==> config.mk <==
export PLATFORM = sky130hd
export DESIGN_NAME = tick_timer
export DESIGN_NICKNAME = d
export VERILOG_FILES = /design/src/rtl/tick_timer_pkg.sv /design/src/rtl/tick_timer_psc.sv /design/src/rtl/tick_timer_cnt.sv /design/src/rtl/tick_timer_evt.sv /design/src/rtl/tick_timer.sv
export SDC_FILE = /design/constraint.sdc
export NUM_CORES = 1
export LEC_CHECK = 0
export CORE_MARGIN = 2
export CORE_UTILIZATION = 26
export DETAILED_ROUTE_END_ITERATION = 16
export GPL_TIMING_DRIVEN = 1
export HOLD_SLACK_MARGIN = 0.15
export PLACE_DENSITY = 0.39
export SYNTH_ARGS = -nofsm -noshare
export SYNTH_HDL_FRONTEND = slang
export SYNTH_HIERARCHICAL = 1
export SYNTH_SLANG_ARGS = --single-unit
==> constraint.sdc <==
create_clock -name clk -period 5.79 [get_ports clk]
set_clock_uncertainty 0.2 [all_clocks]
set_input_delay 1.158 -clock clk [delete_from_list [all_inputs] [get_ports clk]]
set_output_delay 1.158 -clock clk [all_outputs]
set_load 0.005 [all_outputs]
==> src/rtl/tick_timer_pkg.sv <==
package tick_timer_pkg;

    localparam int ADDR_W = 3;

    localparam logic [ADDR_W-1:0] A_CTRL   = 3'd0;
    localparam logic [ADDR_W-1:0] A_IEN    = 3'd1;
    localparam logic [ADDR_W-1:0] A_FLAG   = 3'd2;
    localparam logic [ADDR_W-1:0] A_KICK   = 3'd3;
    localparam logic [ADDR_W-1:0] A_COUNT  = 3'd4;
    localparam logic [ADDR_W-1:0] A_DIV    = 3'd5;
    localparam logic [ADDR_W-1:0] A_PERIOD = 3'd6;

    typedef enum logic [2:0] {
        TRG_KICK   = 3'd0,
        TRG_ENABLE = 3'd1,
        TRG_UPDATE = 3'd2
    } trig_sel_e;

    // control bits 8:1, packed MSB first; bit 0 (run) is held separately
    typedef struct packed {
        logic [2:0] trig_sel;
        logic       mirror;
        logic       per_buf;
        logic       one_shot;
        logic       ovf_only;
        logic       upd_block;
    } ctrl_t;

endpackage

==> src/rtl/tick_timer_psc.sv <==
module tick_timer_psc #(
    parameter int DIV_W = 16
) (
    input  logic             clk,
    input  logic             rst_n,
    input  logic             en,
    input  logic             clear,
    input  logic             load,
    input  logic [DIV_W-1:0] ratio_pre,
    output logic             tick
);
    typedef struct packed {
        logic [DIV_W-1:0] ratio;
        logic [DIV_W-1:0] cnt;
    } psc_st_t;

    psc_st_t s_d, s_q;

    always_comb begin
        s_d  = s_q;
        tick = 1'b0;
        if (clear) begin
            s_d.cnt = '0;
        end else if (en) begin
            if (s_q.cnt == s_q.ratio) begin
                s_d.cnt = '0;
                tick    = 1'b1;
            end else begin
                s_d.cnt = s_q.cnt + 1'b1;
            end
        end
        if (load) begin
            s_d.ratio = ratio_pre;
        end
    end

    always_ff @(posedge clk or negedge rst_n) begin
        if (!rst_n) begin
            s_q <= '0;
        end else begin
            s_q <= s_d;
        end
    end
endmodule

==> src/rtl/tick_timer_cnt.sv <==
module tick_timer_cnt #(
    parameter int CNT_W = 16
) (
    input  logic             clk,
    input  logic             rst_n,
    input  logic             tick,
    input  logic             clear,
    input  logic             wr,
    input  logic [CNT_W-1:0] wdata,
    input  logic             load,
    input  logic             per_buf,
    input  logic [CNT_W-1:0] per_pre,
    output logic [CNT_W-1:0] cnt,
    output logic [CNT_W-1:0] per_act,
    output logic             wrap
);
    typedef struct packed {
        logic [CNT_W-1:0] shadow;
        logic [CNT_W-1:0] cnt;
    } cnt_st_t;

    cnt_st_t s_d, s_q;

    always_comb begin
        s_d     = s_q;
        per_act = per_buf ? s_q.shadow : per_pre;
        wrap    = tick && (s_q.cnt == per_act);
        if (clear) begin
            s_d.cnt = '0;
        end else if (wr) begin
            s_d.cnt = wdata;
        end else if (tick) begin
            s_d.cnt = wrap ? '0 : s_q.cnt + 1'b1;
        end
        if (load) begin
            s_d.shadow = per_pre;
        end
    end

    assign cnt = s_q.cnt;

    always_ff @(posedge clk or negedge rst_n) begin
        if (!rst_n) begin
            s_q.shadow <= '1;
            s_q.cnt    <= '0;
        end else begin
            s_q <= s_d;
        end
    end
endmodule

==> src/rtl/tick_timer_evt.sv <==
module tick_timer_evt
    import tick_timer_pkg::*;
(
    input  logic       clk,
    input  logic       rst_n,
    input  logic       wrap,
    input  logic       kick,
    input  logic       upd_block,
    input  logic       ovf_only,
    input  logic       one_shot,
    input  logic       dma_en,
    input  logic       flag_clr,
    input  logic [2:0] trig_sel,
    input  logic       cnt_en,
    output logic       uev,
    output logic       stop_run,
    output logic       upd_pulse,
    output logic       flag,
    output logic       dma_req,
    output logic       trig
);
    typedef struct packed {
        logic upd;
        logic kick;
        logic flag;
        logic dma;
    } evt_st_t;

    evt_st_t s_d, s_q;
    logic    flag_set;

    always_comb begin
        uev      = !upd_block && (wrap || kick);
        flag_set = !upd_block && (wrap || (kick && !ovf_only));
        stop_run = uev && one_shot;
        s_d      = s_q;
        s_d.upd  = uev;
        s_d.kick = kick;
        s_d.dma  = flag_set && dma_en;
        if (flag_set) begin
            s_d.flag = 1'b1;
        end else if (flag_clr) begin
            s_d.flag = 1'b0;
        end
        case (trig_sel_e'(trig_sel))
            TRG_KICK:   trig = s_q.kick;
            TRG_ENABLE: trig = cnt_en;
            TRG_UPDATE: trig = s_q.upd;
            default:    trig = 1'b0;
        endcase
    end

    assign upd_pulse = s_q.upd;
    assign flag      = s_q.flag;
    assign dma_req   = s_q.dma;

    always_ff @(posedge clk or negedge rst_n) begin
        if (!rst_n) begin
            s_q <= '0;
        end else begin
            s_q <= s_d;
        end
    end
endmodule

==> src/rtl/tick_timer.sv <==
module tick_timer
    import tick_timer_pkg::*;
#(
    parameter int CNT_W = 16,
    parameter int DIV_W = 16,
    localparam int WD_W = (CNT_W > DIV_W) ? CNT_W : DIV_W,
    localparam int RD_W = 32
) (
    input  logic              clk,
    input  logic              rst_n,
    input  logic              wr_en,
    input  logic [ADDR_W-1:0] wr_addr,
    input  logic [WD_W-1:0]   wr_data,
    input  logic [ADDR_W-1:0] rd_addr,
    output logic [RD_W-1:0]   rd_data,
    output logic              upd_pulse,
    output logic              irq,
    output logic              dma_req,
    output logic              trig_out
);
    localparam int CTRL_W = $bits(ctrl_t);

    typedef struct packed {
        ctrl_t            ctrl;
        logic             run;
        logic             cnt_en;
        logic             irq_en;
        logic             dma_en;
        logic [DIV_W-1:0] div_pre;
        logic [CNT_W-1:0] per_pre;
    } reg_st_t;

    reg_st_t          r_d, r_q;
    logic             wr_ctrl, wr_cnt, kick, flag_clr;
    logic             tick, wrap, uev, stop_run, flag, psc_en;
    logic [CNT_W-1:0] cnt, per_act;

    always_comb begin
        wr_ctrl  = wr_en && (wr_addr == A_CTRL);
        wr_cnt   = wr_en && (wr_addr == A_COUNT);
        kick     = wr_en && (wr_addr == A_KICK) && wr_data[0];
        flag_clr = wr_en && (wr_addr == A_FLAG) && !wr_data[0];
        psc_en   = r_q.cnt_en && (per_act != '0);

        r_d = r_q;
        if (wr_ctrl) begin
            r_d.ctrl = ctrl_t'(wr_data[CTRL_W:1]);
            r_d.run  = wr_data[0];
        end
        if (wr_en && (wr_addr == A_IEN)) begin
            r_d.irq_en = wr_data[0];
            r_d.dma_en = wr_data[1];
        end
        if (wr_en && (wr_addr == A_DIV)) begin
            r_d.div_pre = wr_data[DIV_W-1:0];
        end
        if (wr_en && (wr_addr == A_PERIOD)) begin
            r_d.per_pre = wr_data[CNT_W-1:0];
        end
        if (stop_run) begin
            r_d.run = 1'b0;
        end
        r_d.cnt_en = r_q.run && r_d.run;
    end

    always_ff @(posedge clk or negedge rst_n) begin
        if (!rst_n) begin
            r_q         <= '0;
            r_q.per_pre <= '1;
        end else begin
            r_q <= r_d;
        end
    end

    tick_timer_psc #(.DIV_W(DIV_W)) u_psc (
        .clk       (clk),
        .rst_n     (rst_n),
        .en        (psc_en),
        .clear     (kick),
        .load      (uev),
        .ratio_pre (r_q.div_pre),
        .tick      (tick)
    );

    tick_timer_cnt #(.CNT_W(CNT_W)) u_cnt (
        .clk     (clk),
        .rst_n   (rst_n),
        .tick    (tick),
        .clear   (kick),
        .wr      (wr_cnt),
        .wdata   (wr_data[CNT_W-1:0]),
        .load    (uev),
        .per_buf (r_q.ctrl.per_buf),
        .per_pre (r_q.per_pre),
        .cnt     (cnt),
        .per_act (per_act),
        .wrap    (wrap)
    );

    tick_timer_evt u_evt (
        .clk       (clk),
        .rst_n     (rst_n),
        .wrap      (wrap),
        .kick      (kick),
        .upd_block (r_q.ctrl.upd_block),
        .ovf_only  (r_q.ctrl.ovf_only),
        .one_shot  (r_q.ctrl.one_shot),
        .dma_en    (r_q.dma_en),
        .flag_clr  (flag_clr),
        .trig_sel  (r_q.ctrl.trig_sel),
        .cnt_en    (r_q.cnt_en),
        .uev       (uev),
        .stop_run  (stop_run),
        .upd_pulse (upd_pulse),
        .flag      (flag),
        .dma_req   (dma_req),
        .trig      (trig_out)
    );

    assign irq = flag && r_q.irq_en;

    always_comb begin
        rd_data = '0;
        case (rd_addr)
            A_CTRL:   rd_data[CTRL_W:0] = {r_q.ctrl, r_q.run};
            A_IEN:    rd_data[1:0] = {r_q.dma_en, r_q.irq_en};
            A_FLAG:   rd_data[0] = flag;
            A_COUNT: begin
                rd_data[CNT_W-1:0] = cnt;
                rd_data[RD_W-1]    = r_q.ctrl.mirror && flag;
            end
            A_DIV:    rd_data[DIV_W-1:0] = r_q.div_pre;
            A_PERIOD: rd_data[CNT_W-1:0] = r_q.per_pre;
            default:  rd_data = '0;
        endcase
    end
endmodule

==> impl_metrics.toml <==
[clock_tree]
clk_latency_ps = 360
htree_levels = 3
clk_path_buf_depth = 2
cts_buffers = 9
holdBufCountCts = 0
cts.sinks = 112
clkTransAtPathRegs_ps = 70
cts_resized = 0
cts_tree = "built"
clockRootBuffer = "clkbuf_16"
postCtsSetupRepairBufs = 0

[synthesis]
synth-async-reset-ratio_pct = 100.0
synth_top_cell_by_area = "dfrtp_1"
ys_warn_count = 6
syn_avg_cell_area_sq_um = 10.82
synth_common_cells = "dfrtp_1 (80), mux2_2 (65), nand2_1 (37)"
synthCells = 636
ys_top_cells_by_area = "dfrtp_1 (29%), dfstp_2 (12%), mux2_2 (11%)"
ys_seq_area_share_pct = 41.32
synth_most_common_cell = "dfrtp_1"
synth_edf_count = 0
synth_top_cell_area_share_pct = 29.10
synth_area_sq_mm = 0.006879
ys.flop_type = "dfrtp_1"
yosys_register_bits = 112
ys_types = 64

[sta]
timing.fmax_ghz = 0.2025
slew_viol_final = 0
tightest_slew_ps = 1157
setup_viol = 0
hold_viol_final = 0
fin_tns_setup_ps = 0
maxSlewHeadroom_pct = 22.58
period_needed_ps = 4938
rsz0062_at_grt = "false"
period_share_pct = 85.29

[setup_path]
endpoint = "rd_data[6]"
worstSetupStartpointType = "primary input"
cp.arrival_ps = 3580
cp-startpoint = "rd_addr[0]"
endpoint_kind = "output port"
crit_required_ps = 4430
worstRegToRegCells = 15
r2r-end = "u_cnt/cnt[12]"
rr_startpoint = "r_q[39]"
path_class = "primary input to output port"
rrSetupSlack_ps = 1040
crit_fanout = 17

[pwr]
power_frac_clock_pct = 24.0
internal_power_mw = 1.750
power_mw = 2.672
p_sw_share_pct = 34.49
switchingPower_uw = 921.5
power.leakage_nw = 3.192
power_frac_comb_pct = 28.5
power_frac_seq_pct = 47.5
power_density_mw_per_mm2 = 343.0
ir_worst_vdd_mv = 0.1049

[floorplan]
die_h_um = 166.7
die_w_um = 166.7
core_area_sq_mm = 0.02598
start_util_pct = 26.47
fp.dieArea_sq_mm = 0.02778
io_pins = 61
std_cell_rows = 59

[status]
run_status = "finished, final reports clean"

[placement]
gp_congestion = 0.8164
dp_hpwl_mm = 14.52
port_buffers = 45

[global_route]
grt_use_total_pct = 14.45
grt_pass1_wl_mm = 31.18
grt_max_degree = 71
grt_overflow = 0
grt_pass1_vias = 5045
antenna_found_initial = 0

[finish]
drive_above_1_share_pct = 29.53
fin_nets = 679
areaGrowthSynthToFinish_pct = 13.24
num_antenna_cells = 0
fill_cells = 2699

[detailed_routing]
ant_nets = 0
drc_errors = 0
routed_wirelength_mm = 19.60
via_per_inst = 4.861
wire_per_inst_um = 19.76
num_vias = 4822
drt-initial-drc-count = 196
firstDrtPassIters = 4

[job]
drv_cap = 0

[worst_hold_path]
hold_depth = 1
holdCritStartpoint = "u_psc/s_q[26]"
hold_path.class = "flip-flop to flip-flop"
worst max-delay path, cell delays in order:
cell	delay (ps)
clkdlybuf4s50_1	830
nor3_1	810
nand2_1	110
o221ai_1	110
clkdlybuf4s50_1	560
metrics by stage:
step           hold slack, ps  instances  utilization [%]  cell area, sq um  setup slack, ps
2_1_floorplan           270.5        650                -              6932             1569
3_3_place_gp            319.5        976            28.78              7478            968.0
4_1_cts                 338.4        992            29.98              7790            830.2
6_report                329.9        992            29.98              7790            851.7
5_1_grt                 350.5        992            29.98              7790            658.7
3_5_place_dp            322.0        976            28.78              7478            839.2
worst min path at each step:
stage,end,slack (ps)
floorplan,u_evt/dma_req,270
global placement,u_psc/s_q[28],320
detailed placement,u_psc/s_q[26],320
CTS,u_psc/s_q[26],340
global route,u_psc/s_q[26],350
finish,u_psc/s_q[26],330
final cells by class:
type | instances | area, sq um | share of cell area (%)
inverters | 19 | 71.32 | 0.9155
flip-flops and latches | 112 | 2843 | 36.49
well taps | 335 | 419.2 | 5.381
clock buffers | 10 | 250.2 | 3.212
clock inverters | 6 | 61.31 | 0.7870
multi-input cells | 452 | 3587 | 46.05
repair buffers | 58 | 558.0 | 7.164
layout by cell type, fill, tap and decap left out, drive strengths merged, types with 3 or more instances in the layout:
cell           count
o22ai              4
inv               19
nor3b             13
a21boi             8
nand2             37
o21ai             11
a21oi             34
and2               6
clkdlybuf4s50     44
dfstp             32
nand4             14
dfrtp             80
nor2              25
nand3b             4
clkbuf            10
xor2              35
mux2              90
clkinv             5
nand3             29
a31oi              4
conb              15
nor4              15
mux2i             21
o221ai             6
nand4b             3
nor3              10
nor2b              5
buf               14
or2                8
nand2b            11
and3               5
a221oi             5
xnor2              8
and4               3
o211ai             5
kinds of logic after synthesis:
kind of cell | share of synthesized area (%)
and+or+nand+nor | 17.33
xor gates and xnor gates | 5.584
adders and majority gates | 0.3637
other | 0.05451
DFF | 41.32
AOI/OAI and AO/OA | 8.530
muxes | 19.15
buffers and inverters | 7.657
power groups by stage:
| stage | combinational, mW | clock (mW) | sequential, mW |
|---|---|---|---|
| floorplan | 0.641 | 0 | 1.16 |
| global placement | 0.756 | 0 | 1.29 |
| detailed placement | 0.769 | 0 | 1.29 |
| CTS | 0.772 | 0.670 | 1.27 |
| global route | 0.841 | 0.704 | 1.31 |
| finish | 0.761 | 0.643 | 1.27 |
sequential cells by signal (all words and copies together), names as in the netlist:
name / cells
u_evt/s_q: 1
u_cnt/cnt: 16
u_evt/dma_req: 1
u_psc/s_q: 32
u_cnt/s_q: 16
u_evt/flag: 1
u_evt/upd_pulse: 1
r_q: 44
per-layer routing:
| metal | track usage (%) | routed length [um] | up-vias |
|---|---|---|---|
| met5 | 0 | 0 | - |
| met4 | 3.823 | 246 | 0 |
| met3 | 1.854 | 423 | 15 |
| met2 | 24.88 | 9963 | 75 |
| met1 | 19.15 | 8968 | 2464 |
| li1 | - | - | 2268 |
(Power assumes the default switching activity.)
